<file path="src/rtl/mp_irq_pkg.sv">
package mp_irq_pkg;
  localparam int WORD_W = 32;
  localparam int CPU_SEL_W = 4;
  localparam int LVL_W = 4;

  typedef enum logic [2:0] {
    RD_ZERO,
    RD_CPU_PEND,
    RD_SYS_PEND,
    RD_SYS_MASK,
    RD_TARGET
  } rdSrc_e;

  typedef struct packed {
    logic softSet;
    logic softClr;
    logic maskSet;
    logic maskClr;
    logic tgtWr;
    logic [CPU_SEL_W-1:0] cpuSel;
    rdSrc_e rdSrc;
  } busStrobe_t;

  // Priority assigned to each device line.
  function automatic logic [LVL_W-1:0] devLevel(input int unsigned idx);
    logic [LVL_W-1:0] lv;
    lv = '0;
    if (idx >= 7 && idx <= 13) lv = LVL_W'(idx - 6);
    else begin
      case (idx)
        28, 29, 30: lv = 4'd15;
        19:         lv = 4'd14;
        16:         lv = 4'd13;
        14, 15, 18: lv = 4'd12;
        22:         lv = 4'd11;
        21:         lv = 4'd10;
        17:         lv = 4'd9;
        20:         lv = 4'd8;
        default:    lv = '0;
      endcase
    end
    return lv;
  endfunction

  // Index of the highest set bit among 1..15.
  function automatic logic [LVL_W-1:0] topLevel(input logic [15:1] vec);
    logic [LVL_W-1:0] r;
    r = '0;
    for (int l = 1; l < 16; l++)
      if (vec[l]) r = LVL_W'(l);
    return r;
  endfunction
endpackage

</file>
<file path="src/rtl/mp_irq_ctrl.sv">
module mp_irq_ctrl
  import mp_irq_pkg::*;
#(
  parameter int NUM_CPU = 4,
  parameter int ADDR_W  = 6
) (
  input  logic [ADDR_W-1:0] busAddr,
  input  logic              busWe,
  output busStrobe_t        strobe
);
  localparam int SYS_BASE = NUM_CPU * 4;

  logic [ADDR_W-1:0] sysOff;
  assign sysOff = busAddr - ADDR_W'(SYS_BASE);

  always_comb begin
    strobe = '0;
    strobe.rdSrc = RD_ZERO;
    if (busAddr < ADDR_W'(SYS_BASE)) begin
      strobe.cpuSel = CPU_SEL_W'(busAddr >> 2);
      case (busAddr[1:0])
        2'd0:    strobe.rdSrc = RD_CPU_PEND;
        2'd1:    strobe.softClr = busWe;
        2'd2:    strobe.softSet = busWe;
        default: ;
      endcase
    end else begin
      case (sysOff)
        ADDR_W'(0): strobe.rdSrc = RD_SYS_PEND;
        ADDR_W'(1): strobe.rdSrc = RD_SYS_MASK;
        ADDR_W'(2): strobe.maskClr = busWe;
        ADDR_W'(3): strobe.maskSet = busWe;
        ADDR_W'(4): begin
          strobe.rdSrc = RD_TARGET;
          strobe.tgtWr = busWe;
        end
        default: ;
      endcase
    end
  end
endmodule

</file>
<file path="src/rtl/mp_irq_dpath.sv">
module mp_irq_dpath
  import mp_irq_pkg::*;
#(
  parameter int NUM_CPU = 4
) (
  input  logic                     clk,
  input  logic                     rstN,
  input  logic [WORD_W-1:0]        devIrq,
  input  busStrobe_t               strobe,
  input  logic [WORD_W-1:0]        wdata,
  output logic [WORD_W-1:0]        rdata,
  output logic [NUM_CPU*LVL_W-1:0] cpuLevel
);
  localparam int TGT_W = (NUM_CPU > 1) ? $clog2(NUM_CPU) : 1;
  localparam int SOFT_W = 15;

  logic [WORD_W-1:0]         maskQ;
  logic [TGT_W-1:0]          targetQ;
  logic [WORD_W-1:0]         sysPend;
  logic [15:1]               hwHi;
  logic [WORD_W-1:0]         pendWord [NUM_CPU];
  logic [NUM_CPU*SOFT_W-1:0] softPendFlat;

  always_ff @(posedge clk) begin
    if (!rstN) maskQ <= '1;
    else if (strobe.maskSet) maskQ <= maskQ | wdata;
    else if (strobe.maskClr) maskQ <= maskQ & ~wdata;
  end

  always_ff @(posedge clk) begin
    if (!rstN) targetQ <= '0;
    else if (strobe.tgtWr) targetQ <= wdata[TGT_W-1:0];
  end

  assign sysPend = maskQ[WORD_W-1] ? '0 : (devIrq & ~maskQ);

  always_comb begin
    hwHi = '0;
    for (int l = 1; l < 16; l++)
      for (int i = 0; i < WORD_W; i++)
        if (sysPend[i] && devLevel(i) == LVL_W'(l)) hwHi[l] = 1'b1;
  end

  for (genvar c = 0; c < NUM_CPU; c++) begin : g_cpu
    logic [15:1] softQ;
    logic [15:1] routed;
    logic        hit;

    assign hit = strobe.cpuSel == CPU_SEL_W'(c);

    always_ff @(posedge clk) begin
      if (!rstN) softQ <= '0;
      else if (strobe.softSet && hit) softQ <= softQ | wdata[31:17];
      else if (strobe.softClr && hit) softQ <= softQ & ~wdata[31:17];
    end

    assign routed = (targetQ == TGT_W'(c)) ? hwHi : '0;
    assign pendWord[c] = {softQ, 1'b0, routed, 1'b0};
    assign cpuLevel[c*LVL_W +: LVL_W] = topLevel(softQ | routed);
    assign softPendFlat[c*SOFT_W +: SOFT_W] = softQ;
  end

  always_comb begin
    rdata = '0;
    case (strobe.rdSrc)
      RD_CPU_PEND:
        for (int c = 0; c < NUM_CPU; c++)
          if (strobe.cpuSel == CPU_SEL_W'(c)) rdata = pendWord[c];
      RD_SYS_PEND: rdata = sysPend;
      RD_SYS_MASK: rdata = maskQ;
      RD_TARGET:   rdata = WORD_W'(targetQ);
      default:     rdata = '0;
    endcase
  end
endmodule

</file>
<file path="src/rtl/mp_irq_top.sv">
module mp_irq_top
  import mp_irq_pkg::*;
#(
  parameter int NUM_CPU = 4,
  parameter int ADDR_W  = 6
) (
  input  logic                     clk,
  input  logic                     rstN,
  input  logic [31:0]              devIrq,
  input  logic [ADDR_W-1:0]        busAddr,
  input  logic                     busWe,
  input  logic [31:0]              busWdata,
  output logic [31:0]              busRdata,
  output logic [NUM_CPU*4-1:0]     cpuLevel
);
  busStrobe_t strobe;

  mp_irq_ctrl #(.NUM_CPU(NUM_CPU), .ADDR_W(ADDR_W)) u_ctrl (
    .busAddr(busAddr),
    .busWe  (busWe),
    .strobe (strobe)
  );

  mp_irq_dpath #(.NUM_CPU(NUM_CPU)) u_dp (
    .clk     (clk),
    .rstN    (rstN),
    .devIrq  (devIrq),
    .strobe  (strobe),
    .wdata   (busWdata),
    .rdata   (busRdata),
    .cpuLevel(cpuLevel)
  );
endmodule

</file>
<file path="config.mk">
export PLATFORM = sky130hd
export DESIGN_NAME = mp_irq_top
export DESIGN_NICKNAME = d
export VERILOG_FILES = /design/src/rtl/mp_irq_pkg.sv /design/src/rtl/mp_irq_ctrl.sv /design/src/rtl/mp_irq_dpath.sv /design/src/rtl/mp_irq_top.sv
export SDC_FILE = /design/constraint.sdc
export NUM_CORES = 1
export LEC_CHECK = 0
export BUFFER_PORTS_ARGS = -buffer_cell sky130_fd_sc_hd__clkbuf_2
export CORE_ASPECT_RATIO = 1.25
export CORE_UTILIZATION = 61
export DETAILED_ROUTE_END_ITERATION = 6
export GPL_TIMING_DRIVEN = 0
export PLACE_DENSITY = 0.86
export SYNTH_ARGS = -nofsm -noshare
export SYNTH_HDL_FRONTEND = slang
export SYNTH_HIERARCHICAL = 1
export SYNTH_SLANG_ARGS = --single-unit
export TNS_END_PERCENT = 5
</file>
<file path="constraint.sdc">
create_clock -name clk -period 7.4 [get_ports clk]
set_input_delay 1.11 -clock clk [delete_from_list [all_inputs] [get_ports clk]]
set_output_delay 1.11 -clock clk [all_outputs]
set_load 0.03 [all_outputs]
</file>
After elaboration in Yosys (flattened, before gate mapping) --
Cells that the tools add are included.
Operators by class: reductions and logical operators 17, shifts and indexed selects 0, bitwise gates (word level) 18, $mul 0, $lt $le $gt $ge 1, add/sub/neg operators 1, eq/ne operators 16, mux-type cells 110, div/mod/pow operators 0
Operator list (number):
- $mux 32 | 7
- $mux 4 | 46
- $mux 15 | 12
- $pmux 32 s4 | 1
- $or 15x15->15 | 8
- $and 32x32->32 | 2
- $not 32->32 | 2
- $and 15x15->15 | 4
- $or 32x32->32 | 1
- $mux 1 | 29
- $mux 3 | 7
- $not 15->15 | 1
- $mux 2 | 7
- $eq 6x2->1 const B | 2
- $reduce_bool 2->1 | 5
- $pmux 3 s3 | 1
- $eq 4x2->1 const B | 2
- $logic_and 1x1->1 | 8
- $eq 2x2->1 const B | 3
- $eq 3x2->1 const B | 2
- $eq 6x1->1 const B | 1
- $eq 6x3->1 const B | 1
- $logic_not 6->1 | 1
- $lt 6x5->1 const B | 1
- other kinds (7) | 9
Storage, ports and cells: logic and storage cells 169, memories kept 0, register bits after elaboration 94, bits in read-only memories 0, bits in latches 0, bits in writable memories 0, output and inout bits 48, bits of input ports 73

Logic depth before layout (Yosys ltp) --
depth after elaboration 23, depth in mapped cells 11, mapped depth without buffers 7

Hierarchy --
Netlist, hierarchy kept.
By module, submodules not included:
- mp_irq_dpath | area each 6488.7 um^2, cells an instance 893, times used 1, seq. area each 1881.8 um^2
- mp_irq_ctrl | area each 141.4 um^2, cells an instance 22, times used 1, seq. area each 0.0 um^2

Worst setup path after synthesis --
No wires, ideal clock.
path kind input-to-output, start point input busAddr[5], end point output busRdata[0], arrival time 3.185 ns, stages on the path 11, buffers on the path 4, slack 3.105 ns, required time 6.290 ns, path through clkbuf_2 or4b_4 nor2_1 buf_2 nand2b_1 buf_2 nor3_4 buf_2 a21oi_1 a21oi_1 a21o_1
RTL lines:
- start: declaration | line mp_irq_top.sv:10 | input logic [ADDR_W-1:0] busAddr,
- end: declaration | line mp_irq_top.sv:13 | output logic [31:0] busRdata,

==> flow_metrics.env <==
export IMPL_slew_violations=0
export IMPL_crit_type="input pin to output pin"
export IMPL_chipWidth_microns=95.3
export IMPL_critical_path_required_ns=6.29
export IMPL_fin_util_pct=72.4
export IMPL_synth_main_ff_cell="dfxtp_1"
export IMPL_viasPerCell=6.63
export IMPL_final_cells=1167
export IMPL_r2r_slack_ns=6.11
export IMPL_cts_hold_buffers=0
export IMPL_cts_root_buffer="clkbuf_16"
export IMPL_start_util_pct=62.8
export IMPL_place_gp_congestion=1.04
export IMPL_final_fill_count=912
export IMPL_max_slew_margin_pct=6.52
export IMPL_nets=1103
export IMPL_final_setup_viol_count=0
export IMPL_diodes=0
export IMPL_drive_gt1_share_pct=18.0
export IMPL_r2r_start="u_dp/targetQ[0]"
export IMPL_cp_max_fo=10
export IMPL_post_synth_cell_area_avg_sq_um=7.25
export IMPL_clkLatencyLatePin_ns=0.34
export IMPL_hold_class="register to register"
export IMPL_die_area_sq_mm=0.0113
export IMPL_synth_top_cells_by_area="dfxtp_1 28%, nand2_1 10%, a22oi_1 8.7%"
export IMPL_netlist_instances=915
export IMPL_io_pins=121
export IMPL_grt_setup_unrepaired="false"
export IMPL_cap_viol_max_count=0
export IMPL_drcViolationCount=32
export IMPL_htreeDepth=3
export IMPL_portBuffers=103
export IMPL_endpoint="busRdata[0]"
export IMPL_rows=42
export IMPL_finalCritPeriodShare_pct=65.5
export IMPL_pre_cts_slack_ns=2.62
export IMPL_finalSetupTns_ns=0
export IMPL_worst_slack_ns=2.55
export IMPL_async_flop_share_pct=0
export IMPL_p_leak_nw=2.91
export IMPL_synth_most_common_cell="nand2_1"
export IMPL_clock_sinks=94
export IMPL_hold_viol=0
export IMPL_drt_wl_total_microns=25200
export IMPL_ys_types=68
export IMPL_post_cts_buffers=0
export IMPL_synth_seq_cells=94
export IMPL_overflow=0
export IMPL_totalPowerFinal_w=0.00112
export IMPL_grt_first_pass_wirelength_microns=37900
export IMPL_min_period_ns=4.85
export IMPL_endpoint_kind="output pin"
export IMPL_arrival_ns=3.74
export IMPL_clkTransAtPathRegs_ns=0.07
export IMPL_p_per_area_mw_per_mm2=147
export IMPL_vdd_drop_max_uv=127
export IMPL_coreArea_sq_mm=0.0106
export IMPL_cp_start_kind="input pin"
export IMPL_fin_worst_skew_ns=0
export IMPL_vias=7739
export IMPL_reg2reg_depth=4
export IMPL_fmax_mhz=206
export IMPL_cts_resized=0
export IMPL_worst_slew_pin_slew_ns=1.39
export IMPL_wl_per_cell_microns=21.6
export IMPL_synth_commonest_cells="183 x nand2_1, 94 x dfxtp_1, 83 x nor2b_1"
export IMPL_drt_first_pass_iters=7
export IMPL_cts_inserted_buffers=9
export IMPL_synth_top_cell_by_area="dfxtp_1"
export IMPL_grtUsageTotal_pct=44.8
export IMPL_synth_edf_count=0
export IMPL_status="finished, violations left"
export IMPL_ant_nets=0
export IMPL_place_inst=1151
export IMPL_cts_tree="built"
export IMPL_violations="DRC"
export IMPL_setup_worst_path_start="busAddr[5]"
export IMPL_grt_start_max_net_pins=17
export IMPL_ctsLongestPathBuffers=2
export IMPL_r2r_end="u_dp/targetQ[0]"
export IMPL_die_h_microns=119
export IMPL_antenna_found_initial=0
export IMPL_synth_seq_area_share_pct=28.4
export IMPL_grt_pass1_vias=7207
export IMPL_area_growth_pct=15.3
export IMPL_dp_hpwl_microns=18900
export IMPL_syn_area_sq_mm=0.00663
export IMPL_synth_warnings=6
export IMPL_yosysTopAreaCellShare_pct=28.4
export IMPL_first_iter_violations=895
[stage by stage]
step	cell area [sq um]	hold WS, ns
4_1_cts	7650	0.495
6_report	7650	0.489
3_3_place_gp	7310	0.472
5_1_grt	7650	0.506
3_5_place_dp	7310	0.483
2_1_floorplan	6630	0.460
[cell type report]
| cell class | instances | area (sq um) | area share [%] |
|---|---|---|---|
| Buffer | 76 | 392 | 5.12 |
| Clock buffer | 10 | 239 | 3.12 |
| Clock inverter | 6 | 93.8 | 1.23 |
| Inverter | 7 | 26.3 | 0.344 |
| Multi-Input combinational cell | 739 | 4330 | 56.7 |
| Sequential cell | 94 | 1880 | 24.6 |
| Tap cell | 132 | 165 | 2.16 |
| Timing Repair Buffer | 103 | 515 | 6.74 |
[worst min path at each step]
stage | start | to | slack, ns | cells after the start
final | register | register | 0.49 | 2
after global routing | register | register | 0.51 | 2
after CTS | register | register | 0.49 | 2
after detailed placement | register | register | 0.48 | 2
after global placement | register | register | 0.47 | 2
after floorplan | register | register | 0.46 | 2
[layer usage]
layer  share of wire, %  global-route usage, %
met3                 10                   10.5
met1                 37                   52.6
met2                 45                   69.2
met5                  0                      0
met4                7.8                   33.5
[cell families after synthesis]
| group | after synthesis | synth area share (%) |
|---|---|---|
| compound gates | 272 | 27.5 |
| xor+xnor | 2 | 0.264 |
| buf+inv | 83 | 6.30 |
| flops | 94 | 28.4 |
| mux | 34 | 5.13 |
| other cells | 1 | 0.0566 |
| simple gates | 429 | 32.3 |
[layout by cell type (no fill, tap or decap), drive strengths merged, types with 3 or more instances in the layout]
cell type  netlist  layout
buf             45      45
nand2          183     183
o31ai            3       3
o22ai           22      22
o21ai           41      41
a211oi          14      14
a21oi           53      53
o311ai           4       4
nand2b          19      19
a211o            4       4
nor3b            7       7
nand3           35      35
o221ai           5       5
nor3            14      14
dfxtp           94      94
clkbuf          31     144
a2111oi          3       3
o2111ai          3       3
a22o             3       3
o211ai           4       4
or3              3       3
nor2            65      65
inv              7       8
a21o            21      21
nor2b           84      84
mux2i           34      34
a31oi            4       4
a221oi           3       3
nor4             4       4
a22oi           77      77
[critical path: stages]
cell,delay (ns)
clkbuf_2,0.15
or4b_4,0.57
nor2_1,0.10
buf_2,0.25
nand2b_1,0.07
buf_2,0.18
nor3_4,0.37
buf_2,0.33
a21oi_1,0.11
a21oi_1,0.16
a21o_1,0.12
clkbuf_2,0.20
[power breakdown]
group	internal, W	switching [W]	leakage, nW
registers	0.000507	0.00000136	0.758
logic	0.0000351	0.0000573	1.99
clock network	0.000308	0.000216	0.159
Note: power is estimated with default switching activity, not from simulation.
